--- src/rtl/dbell_pkg.sv ---
package dbell_pkg;

   typedef enum logic [1:0] {
      DB_W32 = 2'd0,
      DB_W16 = 2'd1,
      DB_W8  = 2'd2,
      DB_WRS = 2'd3
   } db_width_e;

   localparam int unsigned ATTR_W       = 8;
   localparam int unsigned ATTR_EN_BIT  = 7;
   localparam logic [ATTR_W-1:0] ATTR_LIVE_MASK = 8'h83;

   typedef struct packed {
      logic      enable;
      db_width_e width;
   } db_attr_t;

endpackage

--- src/rtl/dbell_decode.sv ---
module dbell_decode
   import dbell_pkg::*;
#(
   parameter int unsigned ADDR_W = 32
) (
   input  logic [ATTR_W-1:0] attr_i,
   input  logic [ADDR_W-1:0] addr_i,
   output db_attr_t          attr_o,
   output logic              fault_o
);

   logic [ATTR_W-1:0] live;
   logic              misalign;

   assign live          = attr_i & ATTR_LIVE_MASK;
   assign attr_o.enable = live[ATTR_EN_BIT];
   assign attr_o.width  = db_width_e'(live[1:0]);

   always_comb begin
      unique case (attr_o.width)
         DB_W32:  misalign = |addr_i[1:0];
         DB_W16:  misalign = addr_i[0];
         DB_W8:   misalign = 1'b0;
         default: misalign = 1'b1;
      endcase
   end

   assign fault_o = attr_o.enable & misalign;

endmodule

--- src/rtl/dbell_lane_place.sv ---
module dbell_lane_place
   import dbell_pkg::*;
#(
   parameter int unsigned DATA_W         = 32,
   parameter bit          LANE_REPLICATE = 1'b1,
   localparam int unsigned LANES         = DATA_W / 8
) (
   input  db_width_e         width_i,
   input  logic [1:0]        offs_i,
   input  logic [DATA_W-1:0] data_i,
   output logic [LANES-1:0]  be_o,
   output logic [DATA_W-1:0] data_o
);

   always_comb begin
      unique case (width_i)
         DB_W32:  be_o = {LANES{1'b1}};
         DB_W16:  be_o = LANES'(4'b0011) << {offs_i[1], 1'b0};
         DB_W8:   be_o = LANES'(4'b0001) << offs_i;
         default: be_o = '0;
      endcase
   end

   for (genvar k = 0; k < LANES; k++) begin : g_lane
      logic [7:0] pick;

      always_comb begin
         unique case (width_i)
            DB_W32:  pick = data_i[8*k +: 8];
            DB_W16:  pick = data_i[8*(k%2) +: 8];
            default: pick = data_i[7:0];
         endcase
      end

      if (LANE_REPLICATE) begin : g_copy
         assign data_o[8*k +: 8] = pick;
      end else begin : g_zero
         assign data_o[8*k +: 8] = be_o[k] ? pick : 8'h00;
      end
   end

endmodule

--- src/rtl/dbell_wr_fmt.sv ---
module dbell_wr_fmt
   import dbell_pkg::*;
#(
   parameter int unsigned ADDR_W         = 32,
   parameter int unsigned DATA_W         = 32,
   parameter bit          LANE_REPLICATE = 1'b1,
   localparam int unsigned LANES         = DATA_W / 8
) (
   input  logic              clk,
   input  logic              rst_n,
   input  logic              start_i,
   input  logic [ATTR_W-1:0] attr_i,
   input  logic [ADDR_W-1:0] addr_i,
   input  logic [DATA_W-1:0] data_i,
   output logic              wr_valid_o,
   input  logic              wr_ready_i,
   output logic [ADDR_W-1:0] wr_addr_o,
   output logic [DATA_W-1:0] wr_data_o,
   output logic [LANES-1:0]  wr_be_o,
   output logic              done_o,
   output logic              err_o
);

   if (DATA_W != 32) begin : g_bad_data_w
      $error("dbell_wr_fmt: DATA_W must be 32");
   end
   if (ADDR_W < 2) begin : g_bad_addr_w
      $error("dbell_wr_fmt: ADDR_W must be at least 2");
   end

   db_attr_t          dec;
   logic              fault;
   logic [LANES-1:0]  be_n;
   logic [DATA_W-1:0] data_n;
   logic              accept;

   dbell_decode #(.ADDR_W(ADDR_W)) u_decode (
      .attr_i  (attr_i),
      .addr_i  (addr_i),
      .attr_o  (dec),
      .fault_o (fault)
   );

   dbell_lane_place #(
      .DATA_W         (DATA_W),
      .LANE_REPLICATE (LANE_REPLICATE)
   ) u_place (
      .width_i (dec.width),
      .offs_i  (addr_i[1:0]),
      .data_i  (data_i),
      .be_o    (be_n),
      .data_o  (data_n)
   );

   assign accept = start_i & ~wr_valid_o;

   always_ff @(posedge clk) begin
      if (!rst_n) begin
         wr_valid_o <= 1'b0;
         done_o     <= 1'b0;
         err_o      <= 1'b0;
         wr_addr_o  <= '0;
         wr_data_o  <= '0;
         wr_be_o    <= '0;
      end else begin
         done_o <= 1'b0;
         err_o  <= 1'b0;
         if (wr_valid_o) begin
            if (wr_ready_i) begin
               wr_valid_o <= 1'b0;
               done_o     <= 1'b1;
            end
         end else if (accept) begin
            if (!dec.enable) begin
               done_o <= 1'b1;
            end else if (fault) begin
               err_o <= 1'b1;
            end else begin
               wr_valid_o <= 1'b1;
               wr_addr_o  <= {addr_i[ADDR_W-1:2], 2'b00};
               wr_data_o  <= data_n;
               wr_be_o    <= be_n;
            end
         end
      end
   end

endmodule

--- config.mk ---
export PLATFORM = sky130hd
export DESIGN_NAME = dbell_wr_fmt
export DESIGN_NICKNAME = d
export VERILOG_FILES = /design/src/rtl/dbell_pkg.sv /design/src/rtl/dbell_decode.sv /design/src/rtl/dbell_lane_place.sv /design/src/rtl/dbell_wr_fmt.sv
export SDC_FILE = /design/constraint.sdc
export NUM_CORES = 1
export LEC_CHECK = 0
export ABC_AREA = 1
export BUFFER_PORTS_ARGS = -buffer_cell sky130_fd_sc_hd__buf_2
export CORE_ASPECT_RATIO = 0.8
export CORE_MARGIN = 2
export CORE_UTILIZATION = 47
export DETAILED_ROUTE_END_ITERATION = 7
export PLACE_DENSITY = 0.89
export SLEW_MARGIN = 20
export SYNTH_ARGS = -nofsm -noshare
export SYNTH_HDL_FRONTEND = slang
export SYNTH_SLANG_ARGS = --single-unit
--- constraint.sdc ---
create_clock -name clk -period 1.9 [get_ports clk]
set_input_delay 0.475 -clock clk [delete_from_list [all_inputs] [get_ports clk]]
set_output_delay 0.475 -clock clk [all_outputs]
set_load 0.005 [all_outputs]
# After elaboration in Yosys (flattened, before gate mapping)
# Index checks and enable logic that the tools add are counted.
[totals]
reg_bits = 69
in_bits = 76
word_cells = 37
romBits = 0
mem_count = 0
ramBits = 0
out_inout_bits = 71
latchBits = 0
[op_classes]
shift = 2
magnitude_cmp = 0
eq_ne = 2
addsub = 0
bitwise_logic = 7
mul = 0
n_div = 0
n_reduce_logical = 5
n_mux = 15
[op_table]
columns = ["op", "n"]
rows = [
  ["8-bit two-way mux", 2],
  ["8-bit one-hot mux with 2 select lines", 1],
  ["4-bit one-hot mux with 3 select lines", 1],
  ["1-bit two-way mux", 10],
  ["1-bit NOT", 5],
  ["4-bit AND reduction", 1],
  ["2-bit OR reduction", 2],
  ["4-bit OR reduction", 1],
  ["1-bit by 2-bit << shifter with 4-bit output, first input constant", 1],
  ["2-bit by 2-bit << shifter with 4-bit output, first input constant", 1],
  ["1-bit one-hot mux with 3 select lines", 1],
  ["1-bit bitwise AND", 2],
  ["2-bit by 1-bit equality test with 1-bit output, second input constant", 1],
  ["2-bit equality test, second input constant", 1],
  ["2-bit zero test", 1],
]

# Depth between registers and ports, before layout
[logic_depth]
depth_word = 7
ltp_mapped = 9
depth_no_buf = 7

# Modules after synthesis
# Synthesis repeated with hierarchy kept, for this count alone.
[hier_totals]
cells_unflattened = 560
area_unflattened_um2 = 3527.1
[modules_own_cells]
columns = ["mod", "cells_per_inst", "area_each_um2", "n_inst", "seq_area_each_um2"]
rows = [
  ["dbell_wr_fmt", 448, 2979.1, 1, 1381.3],
  ["dbell_lane_place", 99, 488.0, 1, 0.0],
  ["dbell_decode", 13, 60.1, 1, 0.0],
]

# Worst setup path before layout
# OpenSTA, ideal clock, no wires.
[synth_timing]
kind = "input -> register"
start = "in attr_i[1]"
end = "reg wr_data_o[27]"
setup_ns = 0.113
cell_stages = 9
required_time_ns = 1.787
arrival_time_ns = 1.373
setup_slack_ns = 0.414
n_path_buf = 3
cell_sequence = "buf_2 nor2_4 nand2_1 nand3_2 buf_4 buf_4 nand2_1 nand2_1 nor2_1"
[synth_between]
elab_chain_cells = 5
elab_cells_between_ends = 8
cone_classes = "eq/ne (2); mux (2); bitwise (2); reduce/logical (2)"
[synth_lines]
columns = ["element", "line_no", "source"]
rows = [
  ["start, declared", "dbell_wr_fmt.sv:12", "input logic [ATTR_W-1:0] attr_i,"],
  ["2-bit equality test, or another cell as far along", "dbell_decode.sv:20", "unique case (attr_o.width)"],
  ["1-bit one-hot mux with 3 select lines", "dbell_decode.sv:20", ""],
  ["1-bit bitwise AND", "dbell_decode.sv:28", "assign fault_o = attr_o.enable & misalign;"],
  ["1-bit NOT (no line)", "n/a", ""],
  ["4-bit AND reduction (no line)", "n/a", ""],
  ["end signal, assigned", "dbell_wr_fmt.sv:81", "wr_data_o <= data_n;"],
  ["end, declared", "dbell_wr_fmt.sv:18", "output logic [DATA_W-1:0] wr_data_o,"],
]
# Parallel ways exist; a longest one is shown, timed or not.
# A chain may end at the register's enable or synchronous reset.

# Worst setup path after layout
[layout_timing]
start = "reg wr_valid_o"
end = "reg wr_data_o[5]"
[layout_between]
elab_chain_cells = 3
[layout_lines]
columns = ["element", "line_no", "source"]
rows = [
  ["start, declared", "dbell_wr_fmt.sv:15", "output logic wr_valid_o,"],
  ["start signal, assigned", "dbell_wr_fmt.sv:59", "wr_valid_o <= 1'b0;"],
  ["start signal, assigned", "dbell_wr_fmt.sv:70", "wr_valid_o <= 1'b0;"],
  ["start signal, assigned", "dbell_wr_fmt.sv:79", "wr_valid_o <= 1'b1;"],
  ["1-bit NOT (no line) (*)", "n/a", ""],
  ["1-bit bitwise AND", "dbell_wr_fmt.sv:55", "assign accept = start_i & ~wr_valid_o;"],
  ["4-bit AND reduction (no line) (*)", "n/a", ""],
]
# Mark *: on every way between the ends. The rest lies on a longest branch, timed or not.

==> insert_results.sql <==
INSERT INTO impl_metrics (metric_group, metric, value, unit) VALUES
('run_status', 'run_status', 'completed', ''),
('setup_path', 'critPathMaxFanout', '104', ''),
('power_and_ir_drop', 'combPwrFrac', '17.0', '%'),
('sta', 'final.setup.worst_slack', '0.463', 'ns'),
('setup_path', 'cpMaxStageDelayCell', 'sky130_fd_sc_hd__dfxtp_1', ''),
('sta', 'achievable-frequency', '696', 'MHz'),
('sta', 'final-setup-viol-count', '0', ''),
('cts', 'cts-root-buf', 'sky130_fd_sc_hd__clkbuf_8', ''),
('finish', 'layout.core_utilization', '63.6', '%'),
('global_routing', 'grt_first_pass_wirelength', '13.5', 'mm'),
('logic_synthesis', 'synth.ff_latch_count', '69', ''),
('route', 'drt_pre_antenna_iters', '4', ''),
('logic_synthesis', 'synth_area_leaders', 'sky130_fd_sc_hd__dfxtp_1, sky130_fd_sc_hd__nand2_1, sky130_fd_sc_hd__nor2_1', ''),
('setup_path', 'critical_path_arrival', '1.67', 'ns'),
('floorplanning', 'design.die.area', '7540', 'um^2'),
('power_and_ir_drop', 'power.share.switching', '27.4', '%'),
('logic_synthesis', 'ys.warnings.count', '0', ''),
('logic_synthesis', 'synth_compound_gate_area_share', '1.17', '%'),
('setup_path', 'critical_path.cell_chain', 'inv_2, nand2_1, nor2_1, nand3_4, buf_12, nor2_1, nor2_1', ''),
('placed_design', 'gp_congestion', '0.931', ''),
('global_routing', 'gr-total-overflow', '0', ''),
('setup_path', 'startpoint_type', 'register', ''),
('placed_design', 'placed_area', '3980', 'um^2'),
('logic_synthesis', 'commonest_cells_in_the_synthesized_netlist', 'sky130_fd_sc_hd__nand2_1, sky130_fd_sc_hd__nor2_1, sky130_fd_sc_hd__inv_1, sky130_fd_sc_hd__dfxtp_1, sky130_fd_sc_hd__buf_4', ''),
('cts', 'cts_tree', 'built', ''),
('power_and_ir_drop', 'leakage', '2.59', 'nW'),
('cts', 'cts.hold.buffers_added', '0', ''),
('finish', 'net_total_in_the_final_layout', '745', ''),
('setup_path', 'critical_path.endpoint_type', 'register', ''),
('setup_path', 'cp_data_required_time', '2.13', 'ns'),
('floorplanning', 'initial_core_util', '49.5', '%'),
('power_and_ir_drop', 'register_share_of_total_power', '50.0', '%'),
('setup_path', 'path_class', 'reg2reg', ''),
('floorplanning', 'placeableCoreArea', '6510', 'um^2'),
('finish', 'area_growth', '28.5', '%'),
('setup_path', 'path_delay_family', 'simple AND/OR/NAND/NOR gates', ''),
('power_and_ir_drop', 'clock_network_power_share', '32.9', '%'),
('logic_synthesis', 'synth_simple_gate_area_share', '42.5', '%'),
('finish', 'stdcell_area', '4140', 'um^2'),
('worst_hold_path', 'min_path_type', 'in2reg', ''),
('sta', 'layout_worst_path_cycle_share', '75.6', '%'),
('logic_synthesis', 'synth_largest_type_area_fraction', '42.9', '%'),
('logic_synthesis', 'synthMuxAreaShare', '0', '%'),
('logic_synthesis', 'synth_most_common_cell', 'sky130_fd_sc_hd__nand2_1', ''),
('setup_path', 'most_used_cell_cp', 'sky130_fd_sc_hd__nor2_1', ''),
('global_routing', 'first_global_vias', '3143', ''),
('placed_design', 'numPortBuffers', '139', ''),
('global_routing', 'grt_start_max_net_pins', '105', ''),
('power_and_ir_drop', 'intPower', '2.29', 'mW'),
('sta', 'timing.setup.tns', '0', 'ns'),
('placed_design', 'post-dp-hpwl', '6.24', 'mm'),
('cts', 'clkTransAtPathRegs', '0.08', 'ns'),
('cts', 'post_cts_resize_count', '0', ''),
('logic_synthesis', 'synthXorXnorAreaFrac', '0', '%'),
('sta', 'fin_skew', '0.0122', 'ns'),
('sta', 'finalHoldViolations', '0', ''),
('job', 'drv.max_cap_violation_count', '0', ''),
('route', 'antenna_left', '0', ''),
('logic_synthesis', 'synth_seq_area_share', '42.9', '%'),
('floorplanning', 'chipWidth', '96.6', 'um'),
('route', 'post-route-drc-count', '0', ''),
('logic_synthesis', 'synth_top_family_by_area', 'simple AND/OR/NAND/NOR gates', ''),
('route', 'initialDrtViolationCount', '215', ''),
('logic_synthesis', 'synth-edff-count', '0', ''),
('logic_synthesis', 'async_flop_share', '0', '%'),
('finish', 'antenna_cells', '0', ''),
('logic_synthesis', 'synth_top_flop_cell', 'sky130_fd_sc_hd__dfxtp_1', ''),
('logic_synthesis', 'post_synth_inst_count', '536', ''),
('finish', 'fraction_of_layout_instances_using_a_drive_strength_above_1', '24.4', '%'),
('logic_synthesis', 'syn_std_cell_area', '3220', 'um^2'),
('floorplanning', 'design.portCount', '147', '');
per-stage QoR:
step | std cells | hold slack, ns | total power [mW]
after detailed placement | 742 | 0.499 | 2.14
after global placement | 742 | 0.493 | 2.12
after CTS | 756 | 0.355 | 3.18
after global routing | 756 | 0.366 | 3.33
after floorplan | 537 | 0.505 | 1.91
final | 756 | 0.369 | 3.15
layer usage:
metal	track usage (%)	part of all wire [%]
met1	27.3	42
met2	38.6	48
met3	6.33	8.1
met4	9.15	2.3
met5	0	0
sequential cells by signal, summed over array words and instances, names as in the netlist:
signal,flops
done_o,1
err_o,1
wr_addr_o,30
wr_be_o,4
wr_data_o,32
wr_valid_o,1
cells in the final DEF (no fill, tap or decap), drive strengths merged:
cell type	netlist	final
inv	74	74
nor3	1	1
nand3	10	10
nand2	203	203
clkinv	0	2
o21ai	2	2
nor2	144	144
buf	20	148
a22oi	1	1
dfxtp	69	69
clkbuf	7	12
a21oi	4	4
conb	1	2
layout make-up:
| type | count | area (um^2) |
|---|---|---|
| flip-flops and latches | 69 | 1380 |
| clock inverters | 2 | 10.0 |
| well taps | 84 | 105 |
| clock buffers | 12 | 155 |
| fillers | 628 | 2370 |
| multi-input cells | 367 | 1420 |
| repair buffers | 148 | 788 |
| inverters | 74 | 278 |
power groups by stage:
stage | Combinational, mW | Sequential [mW] | Clock [mW]
final | 0.537 | 1.58 | 1.04
after global routing | 0.619 | 1.59 | 1.13
after CTS | 0.538 | 1.58 | 1.06
after floorplan | 0.293 | 1.62 | 0
after detailed placement | 0.536 | 1.61 | 0
after global placement | 0.520 | 1.60 | 0
path summary, 6_finish.rpt:
| check | slack, ns | depth (start not counted) | from | end |
|---|---|---|---|---|
| worst max register to register | 0.46 | 7 | wr_valid_o$_SDFF_PN0_ | wr_data_o[5]$_SDFFE_PN0P_ |
| worst min register to register | 0.51 | 4 | wr_data_o[28]$_SDFFE_PN0P_ | wr_data_o[28]$_SDFFE_PN0P_ |
| worst max-delay path | 0.46 | 7 | wr_valid_o$_SDFF_PN0_ | wr_data_o[5]$_SDFFE_PN0P_ |
| worst min-delay path | 0.37 | 3 | addr_i[26] | wr_addr_o[26]$_SDFFE_PN0P_ |
logic make-up after synthesis:
| group | count (synthesis) |
|---|---|
| flip-flops | 69 |
| buffers and inverters | 101 |
| AND/OR/NAND/NOR | 358 |
| AO/OA/AOI/OAI | 7 |
| other | 1 |
tightest hold or removal path: cells and delay by family:
kind | cells | cell delay [ns]
buffers and inverters | 1 | 0.07
AND/OR/NAND/NOR | 2 | 0.11
(Power assumes the default switching activity.)
